--- src/rtl/lc_csr_pkg.sv ---
package lc_csr_pkg;
  localparam int DATA_W   = 8;
  localparam int NPORT    = 4;
  localparam int SLOT_W   = 5;
  localparam int WORD_LSB = 2;
  localparam int WORD_W   = 2;
  localparam int NWORD    = 1 << WORD_W;

  typedef enum logic [WORD_W-1:0] {
    W_SLOT   = 2'd0,
    W_TIMING = 2'd1,
    W_TSEN   = 2'd2,
    W_SPARE  = 2'd3
  } word_e;
endpackage

--- src/rtl/lc_csr_sync.sv ---
module lc_csr_sync #(
  parameter int W      = 1,
  parameter int STAGES = 2
) (
  input  logic         clk,
  input  logic         rst_n,
  input  logic [W-1:0] din,
  output logic [W-1:0] dout
);
  logic [W-1:0] stg [STAGES];

  always_ff @(posedge clk or negedge rst_n) begin
    if (!rst_n) stg[0] <= '0;
    else        stg[0] <= din;
  end

  for (genvar s = 1; s < STAGES; s++) begin : g_stage
    always_ff @(posedge clk or negedge rst_n) begin
      if (!rst_n) stg[s] <= '0;
      else        stg[s] <= stg[s-1];
    end
  end

  assign dout = stg[STAGES-1];
endmodule

--- src/rtl/lc_csr_decode.sv ---
module lc_csr_decode
  import lc_csr_pkg::*;
(
  input  logic              cs_n,
  input  logic              rd_n,
  input  logic              wr_n,
  input  logic [WORD_W-1:0] word_idx,
  output logic              rd_en,
  output logic [NWORD-1:0]  rd_sel,
  output logic              wr_timing
);
  always_comb begin
    rd_en  = !cs_n && !rd_n;
    rd_sel = '0;
    if (rd_en) rd_sel[word_idx] = 1'b1;
    wr_timing = !cs_n && !wr_n && (word_e'(word_idx) == W_TIMING);
  end
endmodule

--- src/rtl/lc_csr_tclk.sv ---
module lc_csr_tclk
  import lc_csr_pkg::*;
#(
  parameter int SYNC_STAGES = 2
) (
  input  logic             clk,
  input  logic             rst_n,
  input  logic [NPORT-1:0] nt_mode,
  input  logic [NPORT-1:0] fix_bits,
  output logic [NPORT-1:0] tclk_out,
  output logic [NPORT-1:0] tclk_oe
);
  logic [NPORT-1:0] nt_q;

  lc_csr_sync #(.W(NPORT), .STAGES(SYNC_STAGES)) u_nt_sync (
    .clk (clk), .rst_n (rst_n), .din (nt_mode), .dout (nt_q)
  );

  for (genvar p = 0; p < NPORT; p++) begin : g_port
    assign tclk_oe[p]  = nt_q[p];
    assign tclk_out[p] = nt_q[p] & fix_bits[p];

    // a driven pad traces back to NT mode seen two edges earlier
    p_oe_from_nt_r7: assert property (@(posedge clk) disable iff (!rst_n)
      $rose(tclk_oe[p]) |-> $past(nt_mode[p], 2));
    // a released pad never carries a level
    p_released_low_r7: assert property (@(posedge clk) disable iff (!rst_n)
      !tclk_oe[p] |-> !tclk_out[p]);
  end
endmodule

--- src/rtl/lc_csr_bank.sv ---
module lc_csr_bank
  import lc_csr_pkg::*;
#(
  parameter int ADDR_W      = 8,
  parameter int SYNC_STAGES = 2
) (
  input  logic              clk,
  input  logic              rst_n,
  input  logic              cs_n,
  input  logic              rd_n,
  input  logic              wr_n,
  input  logic [ADDR_W-1:0] addr,
  input  logic [DATA_W-1:0] wdata,
  output logic [DATA_W-1:0] rdata,
  input  logic [SLOT_W-1:0] slot_id,
  input  logic [NPORT-1:0]  sync_lost,
  input  logic [NPORT-1:0]  ts_en,
  input  logic [NPORT-1:0]  nt_mode,
  output logic [NPORT-1:0]  tclk_out,
  output logic [NPORT-1:0]  tclk_oe
);
  localparam int WORD_MSB = WORD_LSB + WORD_W - 1;

  logic [WORD_W-1:0] word_idx;
  logic              unused_addr_bits;
  logic              rd_en, wr_timing;
  logic [NWORD-1:0]  rd_sel;
  logic [NPORT-1:0]  fix_q;
  logic [SLOT_W-1:0] slot_q;
  logic [NPORT-1:0]  lost_q, tsen_q;
  logic [DATA_W-1:0] word_val [NWORD];

  assign word_idx = addr[WORD_MSB:WORD_LSB];
  if (ADDR_W > WORD_MSB + 1) begin : g_hi
    assign unused_addr_bits = ^{addr[ADDR_W-1:WORD_MSB+1], addr[WORD_LSB-1:0], wdata[DATA_W-1:NPORT]};
  end else begin : g_nohi
    assign unused_addr_bits = ^{addr[WORD_LSB-1:0], wdata[DATA_W-1:NPORT]};
  end

  lc_csr_decode u_dec (
    .cs_n (cs_n), .rd_n (rd_n), .wr_n (wr_n), .word_idx (word_idx),
    .rd_en (rd_en), .rd_sel (rd_sel), .wr_timing (wr_timing)
  );

  lc_csr_sync #(.W(SLOT_W), .STAGES(SYNC_STAGES)) u_slot_sync (
    .clk (clk), .rst_n (rst_n), .din (slot_id), .dout (slot_q)
  );
  lc_csr_sync #(.W(NPORT), .STAGES(SYNC_STAGES)) u_lost_sync (
    .clk (clk), .rst_n (rst_n), .din (sync_lost), .dout (lost_q)
  );
  lc_csr_sync #(.W(NPORT), .STAGES(SYNC_STAGES)) u_tsen_sync (
    .clk (clk), .rst_n (rst_n), .din (ts_en), .dout (tsen_q)
  );

  always_ff @(posedge clk or negedge rst_n) begin
    if (!rst_n)         fix_q <= '0;
    else if (wr_timing) fix_q <= wdata[NPORT-1:0];
  end

  assign word_val[W_SLOT]   = DATA_W'(slot_q);
  assign word_val[W_TIMING] = {lost_q, fix_q};
  assign word_val[W_TSEN]   = DATA_W'(tsen_q);
  assign word_val[W_SPARE]  = '0;

  always_comb begin
    rdata = '0;
    for (int w = 0; w < NWORD; w++)
      if (rd_sel[w]) rdata = rdata | word_val[w];
  end

  lc_csr_tclk #(.SYNC_STAGES(SYNC_STAGES)) u_tclk (
    .clk (clk), .rst_n (rst_n), .nt_mode (nt_mode), .fix_bits (fix_q),
    .tclk_out (tclk_out), .tclk_oe (tclk_oe)
  );

  // timing bits move only on an accepted timing-word write
  p_fix_hold_r5: assert property (@(posedge clk) disable iff (!rst_n)
    !wr_timing |=> $stable(fix_q));
  // nothing on rdata outside a read
  p_idle_zero_r9: assert property (@(posedge clk) disable iff (!rst_n)
    (cs_n || rd_n) |-> rdata == '0);
  // upper slot-word bits stay clear
  p_slot_hi_r2: assert property (@(posedge clk) disable iff (!rst_n)
    (rd_en && word_idx == W_SLOT) |-> rdata[DATA_W-1:SLOT_W] == '0);
  // spare word reads empty
  p_spare_zero_r6: assert property (@(posedge clk) disable iff (!rst_n)
    (rd_en && word_idx == W_SPARE) |-> rdata == '0);
endmodule

--- config.mk ---
export PLATFORM = sky130hd
export DESIGN_NAME = lc_csr_bank
export DESIGN_NICKNAME = d
export VERILOG_FILES = /design/src/rtl/lc_csr_pkg.sv /design/src/rtl/lc_csr_sync.sv /design/src/rtl/lc_csr_decode.sv /design/src/rtl/lc_csr_tclk.sv /design/src/rtl/lc_csr_bank.sv
export SDC_FILE = /design/constraint.sdc
export NUM_CORES = 1
export LEC_CHECK = 0
export ABC_AREA = 1
export CAP_MARGIN = 20
export CORE_MARGIN = 8
export CORE_UTILIZATION = 37
export CTS_CLUSTER_DIAMETER = 30
export CTS_CLUSTER_SIZE = 16
export DETAILED_ROUTE_END_ITERATION = 10
export PLACE_DENSITY_LB_ADDON = 0.3
export SLEW_MARGIN = 20
export SYNTH_ARGS = -nofsm -noshare
export SYNTH_HDL_FRONTEND = slang
export SYNTH_SLANG_ARGS = --single-unit
export TNS_END_PERCENT = 100
--- constraint.sdc ---
create_clock -name clk -period 0.8 [get_ports clk]
set_input_delay 0.16 -clock clk [delete_from_list [all_inputs] [get_ports clk]]
set_output_delay 0.16 -clock clk [all_outputs]
set_load 0.1 [all_outputs]
# Word level (Yosys, flattened, before mapping)
# Cells that the tools add are included.
[word_totals]
reg_bits = 38
latchBits = 0
mem_bits_rw = 0
rom_bits = 0
output_inout_bits = 16
n_memories = 0
[classes]
n_addsub = 0
mul = 0
n_div = 0
n_lt_le_gt_ge = 2
eq_ne = 1
shift = 0
n_mux = 6
bitwise_logic = 6
reduce_logical = 7
[ops]
columns = ["cell", "n"]
rows = [
  ["8-bit 2-to-1 mux", 2],
  ["5-bit by 8-bit OR with 8-bit output", 1],
  ["8-bit by 4-bit OR with 8-bit output", 1],
  ["5-bit 2-to-1 mux", 1],
  ["1-bit bitwise AND", 4],
  ["1-bit logical AND", 4],
  ["1-bit logical NOT", 3],
  ["2-bit by 3-bit < comparator with 1-bit output, second input constant", 1],
  ["3-bit 2-to-1 mux", 1],
  ["1-bit demux with 2-bit select", 1],
  ["2-bit by 1-bit equality test with 1-bit output, second input constant", 1],
  ["2-bit by 1-bit >= comparator with 1-bit output, second input constant", 1],
  ["1-bit 2-to-1 mux", 1],
]

# Depth between registers and ports, before layout
[depth]
ltp_word = 10
ltp_mapped = 5
depth_no_buf = 5

# By module
# Synthesis repeated with hierarchy kept, for this count alone.
[unflattened]
cells_unflattened = 118
hier_area_um2 = 1331.3
[by_module_without_submodules]
columns = ["module", "n_inst", "cells_per_inst", "area_each_um2", "seq_area_each_um2"]
rows = [
  ["lc_csr_sync at u_lost_sync ...", 3, 12, 230.2, 200.2],
  ["lc_csr_sync at u_slot_sync", 1, 15, 287.8, 250.2],
  ["lc_csr_bank", 1, 42, 254.0, 100.1],
  ["lc_csr_decode", 1, 17, 68.8, 0.0],
  ["lc_csr_tclk", 1, 8, 30.0, 0.0],
]

# Least setup slack after synthesis
# No wires, ideal clock.
[synth_timing]
path_kind = "input port to output port"
startpoint = "in addr[2]"
endpoint = "out rdata[5]"
arrival_ns = 1.764
required_time_ns = 0.640
slack_ns = -1.124
path_stages = 5
path_buffers = 1
path_cell_list = "inv_1 nor2_1 buf_4 nand2_4 nor2_1"
[synth_via]
elab_chain_len = 8
word_cells_on_any_way = 9
classes_between = "order compare (2); mux (5); bitwise (1); reduce/logical (1)"
[synth_rtl]
columns = ["item", "line_no", "source"]
rows = [
  ["start, declared", "lc_csr_bank.sv:12", "input logic [ADDR_W-1:0] addr,"],
  ["2-bit by 3-bit < comparator with 1-bit output (not written as such) / 2-bit by 1-bit >= comparator with 1-bit output (equally long branches)", "lc_csr_decode.sv:15", "if (rd_en) rd_sel[word_idx] = 1'b1;"],
  ["1-bit logical AND (not written as such)", "lc_csr_decode.sv:15", ""],
  ["1-bit 2-to-1 mux (not written as such)", "lc_csr_decode.sv:15", ""],
  ["1-bit demux with 2-bit select (*)", "-", ""],
  ["3-bit 2-to-1 mux (*)", "lc_csr_decode.sv:15", ""],
  ["8-bit 2-to-1 mux", "lc_csr_bank.sv:68", "if (rd_sel[w]) rdata = rdata | word_val[w];"],
  ["8-bit by 4-bit OR with 8-bit output", "lc_csr_bank.sv:68", ""],
  ["8-bit 2-to-1 mux (*)", "lc_csr_bank.sv:68", ""],
  ["end, declared", "lc_csr_bank.sv:14", "output logic [DATA_W-1:0] rdata,"],
]
# Mark *: on every way between the ends. The rest lies on a longest branch, timed or not.

# Worst setup path after layout
[layout_timing]
startpoint = "reg fix_q[3]"
endpoint = "out tclk_out[3]"
[layout_via]
elab_chain_len = 1
[layout_rtl]
columns = ["item", "line_no", "source"]
rows = [
  ["start, declared", "lc_csr_bank.sv:28", "logic [NPORT-1:0] fix_q;"],
  ["start signal, assigned", "lc_csr_bank.sv:57", "else if (wr_timing) fix_q <= wdata[NPORT-1:0];"],
  ["1-bit bitwise AND", "lc_csr_tclk.sv:21", "assign tclk_out[p] = nt_q[p] & fix_bits[p];"],
  ["end, declared", "lc_csr_bank.sv:19", "output logic [NPORT-1:0] tclk_out,"],
]
# Every way passes these cells.

==> flow_metrics.tcl <==
set metrics [dict create \
    outcome "finished, violations left" \
    violations "setup timing" \
    cap_viol_max_count 0 \
    h-tree-depth 2 \
    gp_congestion 0.743 \
    final_nets 202 \
    synth.net_count 136 \
    p_leak_nw 1.03 \
    hold_violations 0 \
    drc 0 \
    avgViaCountPerCell 4.34 \
    clockRootBuffer "clkbuf_4" \
    ys_seq_area_share_pct 76.4 \
    grt_pass1_wl_um 5180 \
    clockPowerShare_pct 27.9 \
    io_buffers 43 \
    first_pass_iters 4 \
    clk_pin_slew_worst_paths_ns 0.11 \
    post-route-period-util_pct 165 \
    avgSynthCellArea_sq_um 12.7 \
    setup_viol 17 \
    drt_iter0_markers 33 \
    grt_pass1_vias 1077 \
    ys_types 9 \
    setup_ws_ns -0.522 \
    place_area_sq_um 2100 \
    synthTopCellsByArea "dfrtp_1, nand3_1, nand2_1, buf_4, inv_1" \
    end_kind "output pin" \
    die_area_sq_um 5480 \
    insertedDiodeCount 0 \
    post_route_cells_drive_above_1_share_pct 55.8 \
    start_kind "flip-flop" \
    final_antenna_net_count 0 \
    pwr-share-comb_pct 25.1 \
    ioPinCount 54 \
    yosysTopAreaCell "dfrtp_1" \
    fin_hold_ws_ns 0.244 \
    area_growth_pct 92.4 \
    grt_use_total_pct 12.8 \
    vias 915 \
    intPower_mw 3.22 \
    drv_slew 0 \
    synth-compound-area-share_pct 0 \
    syn_inst 98 \
    routed_wl_um 3080 \
    synthXorXnorAreaFrac_pct 0 \
    rsz0062_at_grt "true" \
    seqPwrFrac_pct 47.0 \
    synth_fa_ha_area_share_pct 0 \
    max-vdd-ir-drop_mv 1.11 \
    synth_top_area_share_pct 76.4 \
    die_y_um 74.0 \
    clock-sinks 38 \
    ys_seq_elements 38 \
    max_freq_ghz 0.756 \
    synth_simple_gate_area_share_pct 17.0 \
    path_max_fanout 3 \
    synth_top_family_by_area "simple AND/OR/NAND/NOR gates" \
    crit_arrival_ns 1.16 \
    post-route-cell-area_sq_um 2390 \
    die_w_um 74.0 \
    muxShareOfSynthArea_pct 0 \
    finalClockSkew_ns 0.00523 \
    p_sw_mw 1.33 \
    hp-class "input port to flip-flop" \
    grt_overflow 0 \
    initial_core_util_pct 37.9 \
    path_class "flip-flop to output pin" \
    clk_latency_ns 0.34 \
    synthesis.area_sq_um 1240 \
    ys_warn_count 0 \
    antenna_found_initial 0 \
    p_sw_share_pct 29.3 \
    clk_path_buf_depth 2 \
    pwr_density_cell_nw_per_um2 1900 \
    wire_per_inst_um 14.6 \
    cts_tree "done" \
    worst_slew_pin_slew_ns 0.198 \
    cts_buffers 5 \
    core_area_sq_um 3280 \
    fin_crit_ns 1.32 \
    worstPathRequired_ns 0.64 \
    rows 21 \
    dp_hpwl_um 2070 \
    slew_headroom_pct 86.8 \
    grt_max_degree 39 \
]
final timing paths:
kind / from / slack (ns) / endpoint / cells past startpoint
max: fix_q[3]$_DFFE_PN0P_ / -0.52 / tclk_out[3] / 3
min: slot_id[3] / 0.24 / u_slot_sync.stg[8]$_DFF_PN0_ / 1
max reg2reg: fix_q[1]$_DFFE_PN0P_ / -0.12 / fix_q[1]$_DFFE_PN0P_ / 4
min reg2reg: u_tsen_sync.stg[6]$_DFF_PN0_ / 0.36 / u_tsen_sync.dout[2]$_DFF_PN0_ / 0
max in group asynchronous: rst_n / 0.31 / fix_q[3]$_DFFE_PN0P_ / 3
min in group asynchronous: rst_n / 0.29 / u_tclk.u_nt_sync.stg[4]$_DFF_PN0_ / 3
state kept, by name (all words and copies together), names as in the netlist:
register / flops
u_lost_sync.stg: 4
u_slot_sync.stg: 5
u_slot_sync.dout: 5
u_tsen_sync.stg: 4
fix_q: 4
u_tclk.u_nt_sync.dout: 4
u_tclk.u_nt_sync.stg: 4
u_tsen_sync.dout: 4
u_lost_sync.dout: 4
area by class of cell:
class	instances	area (sq um)
clock buffers	5	37.5
clock inverters	3	45.0
fillers	209	890
inverters	9	56.3
multi-input cells	45	413
flip-flops and latches	38	952
well taps	46	57.6
repair buffers	65	833
placed cells by master (no fill, tap or decap), drive strengths merged:
cell type / count
clkbuf: 5
nand2: 15
dlygate4sd3: 1
dfrtp: 38
buf: 42
clkinvlp: 6
bufinv: 1
nand3: 22
clkdlybuf4s50: 22
inv: 5
nor2: 8
routing by layer:
| layer | vias up | global-route usage (%) | wire [um] |
|---|---|---|---|
| li1 | 435 | - | - |
| met1 | 436 | 12.5 | 1090 |
| met2 | 38 | 22.3 | 1690 |
| met3 | 6 | 6.47 | 253 |
| met4 | 0 | 5.32 | 48 |
| met5 | - | 0 | 0 |
power groups by stage:
stage / clock network (mW) / registers, mW / logic [mW]
2_1_floorplan: 0 / 2.13 / 0.528
3_3_place_gp: 0 / 2.15 / 0.984
3_5_place_dp: 0 / 2.15 / 1.00
4_1_cts: 1.32 / 2.13 / 1.09
5_1_grt: 1.44 / 2.15 / 1.20
6_report: 1.27 / 2.14 / 1.14
per-stage QoR:
stage	instances	setup slack, ns	setup TNS [ns]	total power [mW]	utilization, %
floorplan	98	-0.339	-3.21	2.66	-
global placement	195	-0.828	-9.95	3.13	63.9
detailed placement	195	-0.867	-10.38	3.16	63.9
CTS	210	-0.532	-7.53	4.55	72.5
global route	211	-0.607	-8.51	4.79	72.9
finish	211	-0.522	-7.34	4.55	72.9
critical path: stages, from the launching register on:
cell and delay (ns):
dfrtp_2 0.46, nand2_2 0.10, clkinvlp_4 0.10, buf_12 0.17
timing repair:
| action | 4_1_cts | 5_1_grt |
|---|---|---|
| gates resized for setup | 44 | 9 |
| setup endpoints to repair | 20 | 20 |
| hold buffers | 1 | 0 |
| setup buffers | 6 | 2 |
| pin swaps | 13 | 7 |
| endpoints found under the hold margin | 38 | 0 |
| gates cloned | 1 | 0 |
synthesized netlist by cell type, drive strengths merged:
cell type,number
dfrtp,38
nand3,22
nand2,15
inv,9
nor2,8
buf,6
logic make-up after synthesis:
| family | Yosys count |
|---|---|
| DFF | 38 |
| buffers and inverters | 15 |
| and+or+nand+nor | 45 |
Note: power is estimated with default switching activity, not from simulation.
